$ cat config.mk
export PLATFORM = sky130hd
export DESIGN_NAME = pr_freeze_ctrl
export DESIGN_NICKNAME = d
export VERILOG_FILES = /design/src/rtl/pr_freeze_pkg.sv /design/src/rtl/pr_freeze_csr.sv /design/src/rtl/pr_freeze_fsm.sv /design/src/rtl/pr_freeze_rst_gen.sv /design/src/rtl/pr_freeze_ctrl.sv
export SDC_FILE = /design/constraint.sdc
export NUM_CORES = 1
export LEC_CHECK = 0
export ABC_CLOCK_PERIOD_IN_PS = 2300
export BUFFER_PORTS_ARGS = -buffer_cell sky130_fd_sc_hd__buf_2
export CORE_MARGIN = 2
export CORE_UTILIZATION = 40
export DETAILED_ROUTE_END_ITERATION = 8
export GPL_ROUTABILITY_DRIVEN = 0
export PLACE_DENSITY = 0.76
export SYNTH_ARGS = -nofsm -noshare
export SYNTH_HDL_FRONTEND = slang
export SYNTH_HIERARCHICAL = 1
export SYNTH_SLANG_ARGS = --single-unit
$ cat constraint.sdc
create_clock -name clk_i -period 2.3 [get_ports clk_i]
set_input_delay 0.23 -clock clk_i [delete_from_list [all_inputs] [get_ports clk_i]]
set_output_delay 0.23 -clock clk_i [all_outputs]
set_load 0.05 [all_outputs]
$ cat src/rtl/pr_freeze_pkg.sv
package pr_freeze_pkg;
  localparam int REG_W     = 32;
  localparam int CTRL_BITS = 3;
  localparam int B_FRZ     = 0;
  localparam int B_RST     = 1;
  localparam int B_UNF     = 2;
  localparam int OFF_STAT  = 0;
  localparam int OFF_CTRL  = 4;
  localparam int OFF_ILL   = 8;
  localparam int OFF_VER   = 12;

  typedef enum logic [1:0] {
    ST_RELEASED  = 2'd0,
    ST_ISOLATING = 2'd1,
    ST_ISOLATED  = 2'd2,
    ST_RELEASING = 2'd3
  } frz_state_e;
endpackage

$ cat src/rtl/pr_freeze_csr.sv
module pr_freeze_csr
  import pr_freeze_pkg::*;
#(
  parameter int          ADDR_W  = 5,
  parameter logic [31:0] VERSION = 32'hAD00_0003
) (
  input  logic              clk_i,
  input  logic              rst_ni,
  input  logic              we_i,
  input  logic [ADDR_W-1:0] addr_i,
  input  logic [REG_W-1:0]  wdata_i,
  output logic [REG_W-1:0]  rdata_o,
  input  logic              st_isolated_i,
  input  logic              st_released_i,
  output logic              frz_go_o,
  output logic              rst_go_o,
  output logic              unf_go_o
);
  logic [CTRL_BITS-1:0] ctrl_q, ill_q, ill_d;
  logic [CTRL_BITS-1:0] allow, rise, go, bad, ill_clr;
  logic                 wr_ctrl, wr_ill;
  logic                 unused_w;

  assign unused_w = ^wdata_i[REG_W-1:CTRL_BITS];
  assign wr_ctrl  = we_i && (addr_i == ADDR_W'(OFF_CTRL));
  assign wr_ill   = we_i && (addr_i == ADDR_W'(OFF_ILL));

  // legality of each request kind in the current state
  assign allow[B_FRZ] = st_released_i;
  assign allow[B_RST] = st_isolated_i;
  assign allow[B_UNF] = st_isolated_i;

  for (genvar b = 0; b < CTRL_BITS; b++) begin : g_bit
    assign rise[b]    = wr_ctrl && wdata_i[b] && !ctrl_q[b];
    assign go[b]      = rise[b] && allow[b];
    assign bad[b]     = rise[b] && !allow[b];
    assign ill_clr[b] = wr_ill && wdata_i[b];
  end

  assign ill_d    = (ill_q & ~ill_clr) | bad;
  assign frz_go_o = go[B_FRZ];
  assign rst_go_o = go[B_RST];
  assign unf_go_o = go[B_UNF];

  always_ff @(posedge clk_i or negedge rst_ni) begin
    if (!rst_ni) begin
      ctrl_q <= '0;
      ill_q  <= '0;
    end else begin
      if (wr_ctrl) ctrl_q <= wdata_i[CTRL_BITS-1:0];
      ill_q <= ill_d;
    end
  end

  always_comb begin
    rdata_o = '0;
    case (addr_i)
      ADDR_W'(OFF_STAT): rdata_o = {{(REG_W-2){1'b0}}, st_released_i, st_isolated_i};
      ADDR_W'(OFF_CTRL): rdata_o = {{(REG_W-CTRL_BITS){1'b0}}, ctrl_q};
      ADDR_W'(OFF_ILL):  rdata_o = {{(REG_W-CTRL_BITS){1'b0}}, ill_q};
      ADDR_W'(OFF_VER):  rdata_o = VERSION;
      default:           rdata_o = '0;
    endcase
  end

  AST_ILL_STICKY: assert property (@(posedge clk_i) disable iff (!rst_ni)
    !$past(wr_ill) |-> ((ill_q & $past(ill_q)) == $past(ill_q)));
  AST_ILL_NO_GO: assert property (@(posedge clk_i) disable iff (!rst_ni)
    $rose(ill_q[B_FRZ]) |-> !$past(frz_go_o));
endmodule

$ cat src/rtl/pr_freeze_fsm.sv
module pr_freeze_fsm
  import pr_freeze_pkg::*;
(
  input  logic clk_i,
  input  logic rst_ni,
  input  logic frz_go_i,
  input  logic unf_go_i,
  input  logic freeze_ack_i,
  input  logic unfreeze_ack_i,
  output logic freeze_req_o,
  output logic unfreeze_req_o,
  output logic freeze_o,
  output logic st_isolated_o,
  output logic st_released_o
);
  frz_state_e state_q, state_d;

  always_comb begin
    state_d = state_q;
    unique case (state_q)
      ST_RELEASED:  if (frz_go_i)       state_d = ST_ISOLATING;
      ST_ISOLATING: if (freeze_ack_i)   state_d = ST_ISOLATED;
      ST_ISOLATED:  if (unf_go_i)       state_d = ST_RELEASING;
      ST_RELEASING: if (unfreeze_ack_i) state_d = ST_RELEASED;
      default:                          state_d = ST_RELEASED;
    endcase
  end

  always_ff @(posedge clk_i or negedge rst_ni) begin
    if (!rst_ni) state_q <= ST_RELEASED;
    else         state_q <= state_d;
  end

  assign freeze_req_o   = (state_q == ST_ISOLATING);
  assign unfreeze_req_o = (state_q == ST_RELEASING);
  assign freeze_o       = (state_q != ST_RELEASED);
  assign st_isolated_o  = (state_q == ST_ISOLATED);
  assign st_released_o  = (state_q == ST_RELEASED);

  AST_FRZ_REQ_HOLD: assert property (@(posedge clk_i) disable iff (!rst_ni)
    (freeze_req_o && !freeze_ack_i) |=> freeze_req_o);
  AST_ISO_AFTER_ACK: assert property (@(posedge clk_i) disable iff (!rst_ni)
    $rose(st_isolated_o) |-> $past(freeze_ack_i));
  AST_REL_AFTER_ACK: assert property (@(posedge clk_i) disable iff (!rst_ni)
    $rose(st_released_o) |-> $past(unfreeze_ack_i));
  AST_UNF_REQ_HOLD: assert property (@(posedge clk_i) disable iff (!rst_ni)
    (unfreeze_req_o && !unfreeze_ack_i) |=> unfreeze_req_o);
endmodule

$ cat src/rtl/pr_freeze_rst_gen.sv
module pr_freeze_rst_gen #(
  parameter int PULSE_CYC = 16
) (
  input  logic clk_i,
  input  logic rst_ni,
  input  logic go_i,
  output logic rst_o
);
  localparam int CNT_W = $clog2(PULSE_CYC + 1);
  logic [CNT_W-1:0] cnt_q;

  always_ff @(posedge clk_i or negedge rst_ni) begin
    if (!rst_ni)          cnt_q <= '0;
    else if (go_i)        cnt_q <= CNT_W'(PULSE_CYC);
    else if (cnt_q != '0) cnt_q <= cnt_q - 1'b1;
  end

  assign rst_o = (cnt_q != '0);

  AST_RST_START: assert property (@(posedge clk_i) disable iff (!rst_ni)
    $rose(rst_o) |-> $past(go_i));
endmodule

$ cat src/rtl/pr_freeze_ctrl.sv
module pr_freeze_ctrl
  import pr_freeze_pkg::*;
#(
  parameter int          ADDR_W    = 5,
  parameter logic [31:0] VERSION   = 32'hAD00_0003,
  parameter int          PULSE_CYC = 16
) (
  input  logic              clk_i,
  input  logic              rst_ni,
  input  logic              csr_we_i,
  input  logic [ADDR_W-1:0] csr_addr_i,
  input  logic [31:0]       csr_wdata_i,
  output logic [31:0]       csr_rdata_o,
  output logic              freeze_req_o,
  input  logic              freeze_ack_i,
  output logic              unfreeze_req_o,
  input  logic              unfreeze_ack_i,
  output logic              freeze_o,
  output logic              region_rst_o
);
  logic frz_go, rst_go, unf_go, st_isolated, st_released;

  pr_freeze_csr #(.ADDR_W(ADDR_W), .VERSION(VERSION)) u_csr (
    .clk_i, .rst_ni,
    .we_i(csr_we_i), .addr_i(csr_addr_i), .wdata_i(csr_wdata_i),
    .rdata_o(csr_rdata_o),
    .st_isolated_i(st_isolated), .st_released_i(st_released),
    .frz_go_o(frz_go), .rst_go_o(rst_go), .unf_go_o(unf_go)
  );

  pr_freeze_fsm u_fsm (
    .clk_i, .rst_ni,
    .frz_go_i(frz_go), .unf_go_i(unf_go),
    .freeze_ack_i, .unfreeze_ack_i,
    .freeze_req_o, .unfreeze_req_o, .freeze_o,
    .st_isolated_o(st_isolated), .st_released_o(st_released)
  );

  pr_freeze_rst_gen #(.PULSE_CYC(PULSE_CYC)) u_rst (
    .clk_i, .rst_ni, .go_i(rst_go), .rst_o(region_rst_o)
  );

  AST_RST_WHILE_ISO: assert property (@(posedge clk_i) disable iff (!rst_ni)
    $rose(region_rst_o) |-> $past(st_isolated));
  AST_REQ_EXCL: assert property (@(posedge clk_i) disable iff (!rst_ni)
    !(freeze_req_o && unfreeze_req_o));
endmodule

# Yosys cells after proc, flatten, opt, wreduce, memory -nomap -nowiden
# Index checks and enable logic that the tools add are counted.
[totals]
register_bits = 13
wordCells = 54
[op_classes]
reduce_logical = 28
bitwise = 3
mux = 8
n_eq_ne = 10
addsub = 1
[ops]
columns = ["op", "count"]
rows = [
  ["32-bit one-hot mux with 4 select lines", 1],
  ["1-bit logical AND", 17],
  ["5-bit by 4-bit == test with 1-bit output, second input constant", 2],
  ["5-bit 2-to-1 mux", 2],
  ["2-bit 2-to-1 mux", 4],
  ["2-bit one-hot mux with 4 select lines", 1],
  ["5-bit by 3-bit == test with 1-bit output, second input constant", 1],
  ["1-bit zero test", 5],
  ["5-bit zero test", 1],
  ["5-bit nonzero test", 1],
  ["5-bit by 1-bit subtractor with 5-bit output, second input constant", 1],
  ["2-bit == test, second input constant", 2],
  ["2-bit by 1-bit != test with 1-bit output, second input constant", 2],
  ["2-bit != test, second input constant", 2],
  ["4-bit AND reduction", 1],
  ["2-bit nonzero test", 2],
  ["3-bit bitwise AND", 1],
  ["3-bit NOT", 1],
  ["3-bit bitwise OR", 1],
  ["2-bit by 1-bit == test with 1-bit output, second input constant", 1],
  ["2-bit zero test", 1],
]

# Logic depth before layout (Yosys ltp)
# Gate-level depths: netlist of run 1.
[depth]
ltp_word = 7
depth_mapped = 6
depth_no_buf = 6

# Modules after synthesis
# Netlist of run 1, hierarchy kept.
[by_module_without_submodules]
columns = ["mod", "seq_area_each_um2", "cells_per_inst", "area_per_inst_um2", "n_inst"]
rows = [
  ["pr_freeze_csr", 150.1, 69, 638.1, 1],
  ["pr_freeze_rst_gen", 125.1, 25, 261.5, 1],
  ["pr_freeze_fsm", 50.0, 16, 171.4, 1],
]

# Worst setup path after synthesis of run 1
# Ideal clock, no wire load.
[synth_path]
path_kind = "register -> output"
from = "reg u_fsm.state_q[0]"
to = "out csr_rdata_o[0]"
stages_incl_launch_ff = 6
slack_ns = 0.497
required_time_ns = 2.070
arrival_ns = 1.573
path_cell_list = "dfrtp_1 > inv_1 > ha_1 > mux2_2 > o22ai_1 > nor2_1"
[synth_via]
elab_chain_len = 2
[synth_lines]
columns = ["element", "line_no", "rtl"]
rows = [
  ["start, declared", "pr_freeze_fsm.sv:16", "frz_state_e state_q, state_d;"],
  ["start signal, assigned", "pr_freeze_fsm.sv:31", "else state_q <= state_d;"],
  ["2-bit == test", "pr_freeze_fsm.sv:37", "assign st_isolated_o = (state_q == ST_ISOLATED);"],
  ["net st_isolated", "pr_freeze_ctrl.sv:21", "logic frz_go, rst_go, unf_go, st_isolated, st_released;"],
  ["32-bit one-hot mux with 4 select lines", "pr_freeze_csr.sv:57", "case (addr_i)"],
  ["end, declared", "pr_freeze_ctrl.sv:13", "output logic [31:0] csr_rdata_o,"],
]
# The timed path passes the listed nets, and every way through them passes these cells.

# Worst setup path in the final report of run 1
# Ends and elaborated chain as after synthesis.

==> run metrics, run 1 <==
Pins Over Slew Limit 0; root buffer cell clkbuf_4; RR Startpoint u_fsm/state_q[0]$_DFFE_PN0P_; initial antenna violation count 0; status finished clean; fin area 0.001145 sq mm; flops & latches, synth 13; overall die height 55.75 um; DRT Pass-1 Iters 4; fmax 497.8 MHz; vias in the first global route 755; Critical Path Sink Type output port; GRT overflow 0; skew final 0.005591 ns; fin cells 165; Skew-Pair Late Insertion Delay 0.28 ns; DRT Wirelength 1.887 mm; PortBufs 24; CP required 2.07 ns; dominant cell type by area after synthesis dfrtp_1; H-tree depth 1; Yosys top cell area share 0.3037; maxcap violations 0; Routed WL per cell 11.44 um; largest net degree at the start of global routing 14; register area share after synthesis 0.3037; dpl hpwl 1.531 mm; Boundary Pins 78; Via-to-Cell Ratio 4.715; Post-DP Area 0.001109 sq mm; Core ar. 0.002500 sq mm; Buffers & Inverters on Critical Path 3; post-synth cell types 38; initial core utilization 0.4284; Horiz. Die Dim 55.75 um; startpoint of the most critical hold path csr_wdata_i[2]; n_diodes 0; max incr delay on CP 0.37 ns; Setup TNS 0 ns; Vias 778; Leakage 0.5956 nW; antenna-violating nets left 0; share of cells above drive strength 1 0.3333; P&R area growth vs syn 6.893%; final hold vios 0; nets 183; setup repair after global routing missed its margin false; Die Area 0.003108 sq mm; Site Rows 18; clk sink count 13; cts bufs inserted 3; CTS tree yes; IR drop worst, VDD 762.8 uV; Power Density 1088 mW/mm^2; Top Family by Delay on Critical Path buffers and inverters; DRC violations left 0; Tot GR Track Use 0.1274; Mapped Cells 110; Reg clk slew, reported paths 0.08 ns; worst setup path class reg2out; crit-path max FO 6; cell chain of the critical path inv_1, ha_1, buf_4, mux2_2, o22ai_1, nor2_1, buf_2; Yosys warnings 6; Worst Hold Class in2reg; Slowest cell on crit path dfrtp_1; initial DRC count 7; Bufs on Longest Clock Path 2; min cycle time layout 2.009 ns; first-pass GRT wire length 3.153 mm; Synth Cell Area 0.001071 sq mm; CP Launch Type register; # setup viols final 0; syn_area_per_cell 9.737 sq um; period utilization 0.8733; synth top area cells dfrtp_1 (30%), buf_4 (20%), ha_1 (5.8%), mux2_4 (5.6%), nor2_1 (2.8%); Crit path arrival time 1.78 ns; Cell Count Post-Placement 160; Crit. Startpoint u_fsm/state_q[0]$_DFFE_PN0P_
state kept, by name, indices dropped and copies added (netlist names):
signal,count
u_rst/cnt_q,5
u_fsm/state_q,2
u_csr/ctrl_q,3
u_csr/ill_q,3
synthesized netlist by cell type, drive strengths merged:
library cell  instances
or2b                  2
nand3b                1
or4b                  1
xnor2                 1
mux2i                 1
nand2b                3
a21o                  1
a211o                 1
a211oi                1
nor3                  2
nand3                 1
inv                   8
o21ai                 2
o22ai                 2
ha                    5
and3                  2
nand2                 3
conb                  1
o2111a                1
nor4b                 2
or3                   2
dfrtp                13
nor2b                 1
nand4b                2
a22oi                 1
and2b                 1
a32o                  1
o41ai                 2
nand4                 1
buf                  29
a21oi                 2
nor2                  8
mux2                  6
layout make-up:
| cell class | instances | area [sq um] |
|---|---|---|
| clock buffers | 4 | 26.28 |
| well taps | 30 | 37.54 |
| multi-input cells | 83 | 580.6 |
| flip-flops and latches | 13 | 325.3 |
| fillers | 253 | 1355 |
| repair buffers | 27 | 145.1 |
| inverters | 8 | 30.03 |
worst paths after layout:
path,cells after the start,end,slack (ns)
max,7,csr_rdata_o[0],0.29
min,2,u_csr/ctrl_q[2]$_DFFE_PN0P_,0.21
max reg2reg,6,u_fsm/state_q[1]$_DFFE_PN0P_,0.62
min reg2reg,1,u_csr/ill_q[0]$_DFF_PN0_,0.51
max in group asynchronous,2,u_fsm/state_q[1]$_DFFE_PN0P_,1.71
min in group asynchronous,2,u_fsm/state_q[0]$_DFFE_PN0P_,0.35
report_power, final:
| part | switching [mW] | leakage, nW | internal (mW) |
|---|---|---|---|
| logic | 0.441 | 0.418 | 0.275 |
| registers | 0.0713 | 0.163 | 0.314 |
| clock network | 0.0763 | 0.0150 | 0.0674 |
cells by family (layout without fill, tap and decap cells):
family,Yosys count,after routing,synth area share
flip-flops,13,13,0.3037
AND/OR/NAND/NOR,32,32,0.2033
AO/OA/AOI/OAI,14,14,0.1016
buffers and inverters,37,39,0.2348
multiplexers,7,7,0.08645
XOR/XNOR,1,1,0.008179
other,1,24,0.003501
adder cells (fa/ha/maj),5,5,0.05841
through the flow:
step           hold slack (ns)  setup slack [ns]    util  power [mW]
2_1_floorplan         -0.06559            0.4970       -       1.010
3_3_place_gp            0.1295            0.5183  0.4434       1.071
3_5_place_dp            0.1292            0.5044  0.4434       1.105
4_1_cts                 0.1939            0.2753  0.4580       1.261
5_1_grt                 0.2022            0.1931  0.4580       1.344
6_report                0.2110            0.2913  0.4580       1.245
metal layers:
metal / global-route usage / vias up / wire length [um]
met2: 0.2228 / 38 / 986
met1: 0.1525 / 364 / 780
li1: - / 376 / -
met4: 0.03484 / 0 / 0
met5: 0 / - / 0
met3: 0.03488 / 0 / 120
layout by cell type, fill, tap and decap left out, drive strengths merged, types with 2 or more instances in the layout:
cell	Yosys	routed
o21ai	2	2
nand4b	2	2
a21oi	2	2
buf	29	26
mux2	6	6
or2b	2	2
o22ai	2	2
nand2	3	3
dfrtp	13	13
ha	5	5
nor2	8	8
or3	2	2
clkbuf	0	4
nand2b	3	3
conb	1	24
nor4b	2	2
inv	8	8
o41ai	2	2
nor3	2	2
and3	2	2
repair_timing:
action | CTS | global route
setup endpoints to repair | 0 | 0
hold buffers | 1 | 0
endpoints found under the hold margin | 13 | 0
buffers inserted | 0 | 0
gates resized for setup | 0 | 0
(Power assumes the default switching activity.)
==> run 2: changes to the inputs <==
--- a/config.mk
+++ b/config.mk
@@ -12,6 +12,7 @@
 export DETAILED_ROUTE_END_ITERATION = 8
 export GPL_ROUTABILITY_DRIVEN = 0
 export PLACE_DENSITY = 0.76
+export REMOVE_ABC_BUFFERS = 1
 export SYNTH_ARGS = -nofsm -noshare
 export SYNTH_HDL_FRONTEND = slang
 export SYNTH_HIERARCHICAL = 1
==> run 2 against run 1 <==
- largest cell class unchanged
- design area unchanged
- non-clock buffer count stayed put
- critical endpoint unchanged
- clock skew down 0.0037 ns
- sequential power is essentially flat
- first-iteration DRC count up 130%
==> run metrics, run 2 (same netlist as run 1, synthesis figures left out) <==
status finished clean (unchanged); dpl hpwl 1.645 mm (was 1.531 mm); # setup viols final 0 (unchanged); Pins Over Slew Limit 0 (unchanged); Via-to-Cell Ratio 4.618 (was 4.715); crit-path max FO 6 (unchanged); Vias 762 (was 778); DRC violations left 0 (unchanged); clk sink count 13 (unchanged); RR Startpoint u_fsm/state_q[0]$_DFFE_PN0P_ (unchanged); Regs by FF count u_rst/cnt_q x5, u_csr/ctrl_q x3, u_csr/ill_q x3 (unchanged); Post-DP Area 0.001109 sq mm (unchanged); post_cts resized 0 (unchanged); grt met3 use 0.03023 (was 0.03488); initial antenna violation count 0 (unchanged); Reg clk slew, reported paths 0.08 ns (about the same); startpoint of the most critical hold path csr_wdata_i[1] (was csr_wdata_i[2]); worst setup path class reg2out (unchanged); Routed WL per cell 12.18 um (was 11.44 um); worst r2r path cells 6 (unchanged); CP required 2.07 ns (about the same); DRT Pass-1 Iters 4 (unchanged); Multi-input gate area 580.6 sq um (unchanged); largest net degree at the start of global routing 14 (unchanged); M1 GR Usage 0.1457 (was 0.1525); first-pass GRT wire length 3.312 mm (was 3.153 mm); P&R area growth vs syn 6.893% (unchanged); Boundary Pins 78 (unchanged); CP Launch Type register (unchanged); fin area 0.001145 sq mm (unchanged); nets 183 (unchanged); CTS tree yes (unchanged); Crit path arrival time 1.79 ns (was 1.78 ns); initial DRC count 16 (was 7); Core ar. 0.002500 sq mm (unchanged); overall die height 55.75 um (unchanged); GRT overflow 0 (unchanged); # Post-CTS Setup Buffers 0 (unchanged); Top reg by flops u_rst/cnt_q (unchanged); H-tree depth 1 (unchanged); initial core utilization 0.4284 (unchanged); Site Rows 18 (unchanged); hold depth 2 (unchanged); final hold vios 0 (unchanged); most frequent cells in the layout buf_2 (24), conb_1 (24), dfrtp_1 (13) (unchanged); root buffer cell clkbuf_4 (unchanged); IR drop worst, VDD 630.1 uV (was 762.8 uV); Leakage 0.5956 nW (about the same); antenna-violating nets left 0 (unchanged); Horiz. Die Dim 55.75 um (unchanged); PortBufs 24 (unchanged); Setup TNS 0 ns (unchanged); Critical Path Sink Type output port (unchanged); Bufs on Longest Clock Path 2 (unchanged); Hold-fix buffers, CTS 1 (unchanged); Fillers 243 (was 253); min cycle time layout 2.020 ns (was 2.009 ns); n_diodes 0 (unchanged); met2 usage 0.2568 (was 0.2228); maxcap violations 0 (unchanged); DRT Wirelength 2.010 mm (was 1.887 mm); FF+latch area 325.3 sq um (unchanged); Tot GR Track Use 0.1319 (was 0.1274); max FFs per register 5 (unchanged); Power Density 1094 mW/mm^2 (was 1088 mW/mm^2); fmax 495.0 MHz (was 497.8 MHz); Worst Hold Class in2reg (unchanged); layer with the highest usage met2 (unchanged); share of cells above drive strength 1 0.3333 (unchanged); cts bufs inserted 3 (unchanged); Crit. Startpoint u_fsm/state_q[0]$_DFFE_PN0P_ (unchanged); Die Area 0.003108 sq mm (unchanged); vias in the first global route 757 (was 755); hold_ws 0.2255 ns (was 0.2110 ns); period utilization 0.8784 (was 0.8733); setup repair after global routing missed its margin false (unchanged); skew final 0.001864 ns (was 0.005591 ns); Skew-Pair Late Insertion Delay 0.27 ns (was 0.28 ns)
## run 2: cell counts in the layout (fill, tap and decap cells not counted)
No cell type changed its count.
## run 2: worst max-delay path: stages, from the launching register on
cell     delay (ns)
dfrtp_1        0.40
inv_1          0.10
ha_1           0.21
buf_4          0.15
mux2_2         0.25
o22ai_1        0.14
nor2_1         0.06
buf_2          0.21
## run 2: path summary, 6_finish.rpt
path | end | slack [ns]
worst min-delay path | u_csr/ctrl_q[1]$_DFFE_PN0P_ | 0.23
max in group asynchronous | u_csr/ctrl_q[2]$_DFFE_PN0P_ | 1.69
worst max-delay path | csr_rdata_o[0] | 0.28
worst min register to register | u_csr/ill_q[0]$_DFF_PN0_ | 0.50
worst max register to register | u_fsm/state_q[1]$_DFFE_PN0P_ | 0.56
min in group asynchronous | u_csr/ill_q[1]$_DFF_PN0_ | 0.37
## run 2: routing by layer
metal,vias up,share of wire
met5,-,0
met4,0,0
met3,0,0.046
met2,21,0.58
met1,365,0.37
li1,376,-
## run 2: per-stage QoR
step | worst slack [ns] | power, mW | util | cells
after CTS | 0.2666 | 1.258 | 0.4580 | 165
after global routing | 0.1736 | 1.347 | 0.4580 | 165
after detailed placement | 0.4504 | 1.114 | 0.4434 | 160
final | 0.2797 | 1.252 | 0.4580 | 165
after global placement | 0.4964 | 1.068 | 0.4434 | 160
after floorplan | 0.4970 | 0.9632 | - | 104
## run 2: cell type report
type                            instances  share of cell area
Clock buffer                            4             0.02295
Inverter                                8             0.02623
Multi-Input combinational cell         83              0.5071
Sequential cell                        13              0.2842
Tap cell                               30             0.03279
Timing Repair Buffer                   27              0.1268
## run 2: report_power, final
part	internal [mW]	switching, mW
clock network	0.0671	0.0732
registers	0.313	0.0726
logic	0.275	0.451
==> run 3: changes to the inputs <==
--- a/config.mk
+++ b/config.mk
@@ -11,6 +11,7 @@
 export CORE_UTILIZATION = 40
 export DETAILED_ROUTE_END_ITERATION = 8
 export GPL_ROUTABILITY_DRIVEN = 0
+export HOLD_SLACK_MARGIN = 0.1
 export PLACE_DENSITY = 0.76
 export REMOVE_ABC_BUFFERS = 1
 export SYNTH_ARGS = -nofsm -noshare
==> constraint.sdc (replaced) <==
create_clock -name clk_i -period 2.3 [get_ports clk_i]
set_input_delay 0.345 -clock clk_i [delete_from_list [all_inputs] [get_ports clk_i]]
set_output_delay 0.345 -clock clk_i [all_outputs]
set_load 0.05 [all_outputs]
==> run 3 against run 2 <==
- hold slack gained 0.12 ns
- largest cell class unchanged
- global-route usage down 0.76 points
- final cell count decreased by 0.61%
- non-clock buffer count decreased by 1
- routed wire length decreased by 5.5%
- critical path depth decreased by 3
- first-iteration DRC count grew 56%
- design area down 0.66%
- via count increased by 4.2%
- critical path type unchanged
- largest power group unchanged
- clock skew fell by 0.00060 ns
- power decreased by 1.5%
==> run metrics, run 3 (same netlist as run 1, synthesis figures left out) <==
status finished clean (unchanged); hold_ws 0.3414 ns (was 0.2255 ns); max incr delay on CP 0.53 ns (was 0.40 ns); Regs by FF count u_rst/cnt_q x5, u_csr/ctrl_q x3, u_csr/ill_q x3 (unchanged); initial antenna violation count 0 (unchanged); initial core utilization 0.4284 (unchanged); Slowest cell on crit path or4b_4 (was dfrtp_1); Site Rows 18 (unchanged); fin cells 164 (was 165); initial DRC count 25 (was 16); min cycle time layout 2.078 ns (was 2.020 ns); max FFs per register 5 (unchanged); nets 182 (was 183); Routed WL per cell 11.59 um (was 12.18 um); Boundary Pins 78 (unchanged); Reg-to-Reg End u_fsm/state_q[1]$_DFFE_PN0P_ (unchanged); clk sink count 13 (unchanged); GRT overflow 0 (unchanged); first-pass GRT wire length 3.098 mm (was 3.312 mm); Crit path arrival time 1.73 ns (was 1.79 ns); Crit. Startpoint u_rst/cnt_q[0]$_DFFE_PN0P_ (was u_fsm/state_q[0]$_DFFE_PN0P_); Top reg by flops u_rst/cnt_q (unchanged); Worst Hold Class in2reg (unchanged); CTS tree yes (unchanged); CP Launch Type register (unchanged); RR Startpoint u_fsm/state_q[0]$_DFFE_PN0P_ (unchanged); Critical Path Sink Type output port (unchanged); period utilization 0.9037 (was 0.8784); Tot GR Track Use 0.1243 (was 0.1319); skew final 0.001260 ns (was 0.001864 ns); vias in the first global route 743 (was 757); Via-to-Cell Ratio 4.841 (was 4.618); maxcap violations 0 (unchanged); Leakage 0.5905 nW (was 0.5956 nW); setup repair after global routing missed its margin false (unchanged); crit path capture region_rst_o (was csr_rdata_o[0]); worst setup path class reg2out (unchanged); post_cts resized 0 (unchanged); Die Area 0.003108 sq mm (unchanged); Reg clk slew, reported paths 0.08 ns (about the same); # setup viols final 0 (unchanged); share of cells above drive strength 1 0.3284 (was 0.3333); PortBufs 24 (unchanged); cell chain of the critical path inv_1, ha_1, or4b_4, buf_2 (was inv_1, ha_1, buf_4, mux2_2, o22ai_1, nor2_1, buf_2); Setup TNS 0 ns (unchanged); DRT Pass-1 Iters 4 (unchanged); Core ar. 0.002500 sq mm (unchanged); Cell Count Post-Placement 159 (was 160); Bufs on Longest Clock Path 2 (unchanged); # Post-CTS Setup Buffers 0 (unchanged); Horiz. Die Dim 55.75 um (unchanged); Skew-Pair Late Insertion Delay 0.27 ns (about the same); CP required 1.96 ns (was 2.07 ns); final hold vios 0 (unchanged); R2R Setup Slk 0.44 ns (was 0.56 ns); root buffer cell clkbuf_4 (unchanged); Pins Over Slew Limit 0 (unchanged); cts bufs inserted 3 (unchanged); DRT Wirelength 1.900 mm (was 2.010 mm); most frequent cells in the layout buf_2 (24), conb_1 (24), dfrtp_1 (13) (unchanged); overall die height 55.75 um (unchanged); IR drop worst, VDD 517.1 uV (was 630.1 uV); Fillers 237 (was 243); H-tree depth 1 (unchanged); fmax 481.1 MHz (was 495.0 MHz); Final Util 0.4550 (was 0.4580); n_diodes 0 (unchanged); antenna-violating nets left 0 (unchanged); Vias 794 (was 762); P&R area growth vs syn 6.192% (was 6.893%); crit-path max FO 5 (was 6); dpl hpwl 1.544 mm (was 1.645 mm); DRC violations left 0 (unchanged); Power Density 1085 mW/mm^2 (was 1094 mW/mm^2); largest net degree at the start of global routing 14 (unchanged); worst r2r path cells 6 (unchanged)
==> run 3: cell types whose count changed in the layout (fill, tap and decap cells not counted) <==
| cell | before | now |
|---|---|---|
| buf_4 | 2 | 1 |
==> run 3: how the worst min path moves through the flow <==
| stage | from | end | slack, ns | cells after the start |
|---|---|---|---|---|
| 6_report | csr_wdata_i[2] | u_csr/ctrl_q[2]$_DFFE_PN0P_ | 0.34 | 2 |
| 5_1_grt | csr_wdata_i[2] | u_csr/ctrl_q[2]$_DFFE_PN0P_ | 0.34 | 2 |
| 4_1_cts | csr_wdata_i[1] | u_csr/ctrl_q[1]$_DFFE_PN0P_ | 0.33 | 2 |
| 3_5_place_dp | rst_ni | u_rst/cnt_q[0]$_DFFE_PN0P_ | 0.25 | 1 |
| 3_3_place_gp | rst_ni | u_rst/cnt_q[0]$_DFFE_PN0P_ | 0.24 | 1 |
| 2_1_floorplan | rst_ni | u_csr/ctrl_q[0]$_DFFE_PN0P_ | 0.05 | 0 |
==> run 3: metrics by stage <==
stage / cell area [sq um] / setup slack [ns] / power [mW]
floorplan: 935.9 / 0.3658 / 0.9632
global placement: 1101 / 0.3891 / 1.057
detailed placement: 1101 / 0.3573 / 1.099
CTS: 1137 / 0.2044 / 1.244
global route: 1137 / 0.1261 / 1.321
finish: 1137 / 0.2215 / 1.234
==> run 3: area by class of cell <==
class,count,area [sq um],area share
Tap cell,30,37.54,0.03300
Clock buffer,4,26.28,0.02310
Multi-Input combinational cell,83,580.6,0.5105
Timing Repair Buffer,26,137.6,0.1210
Sequential cell,13,325.3,0.2860
Inverter,8,30.03,0.02640
==> run 3: routing by layer <==
layer  part of all wire  wire length (um)  up-vias  track usage
met5                  0                 0        -            0
met4              0.025                47        0      0.04530
met3              0.055               105        6      0.04419
met2               0.54              1033       23       0.2211
met1               0.38               713      390       0.1347
li1                   -                 -      375            -
==> run 3: what timing repair did <==
action                                  CTS  global route
hold buffers                              1             0
endpoints found under the setup margin    0             0
hold endpoints to repair                 13             0
==> run 3: worst max-delay path, delay by kind of cell, from the launching register on <==
| family | cells | cell delay [ns] |
|---|---|---|
| buffers and inverters | 2 | 0.31 |
| adders and majority gates | 1 | 0.22 |
| and+or+nand+nor | 1 | 0.53 |
| DFF | 1 | 0.40 |
==> run 3: report_power, final <==
part	leakage (nW)	switching, mW	internal (mW)
Sequential	0.163	0.0702	0.314
Clock	0.0150	0.0726	0.0671
Combinational	0.412	0.443	0.267
Total	0.591	0.586	0.648
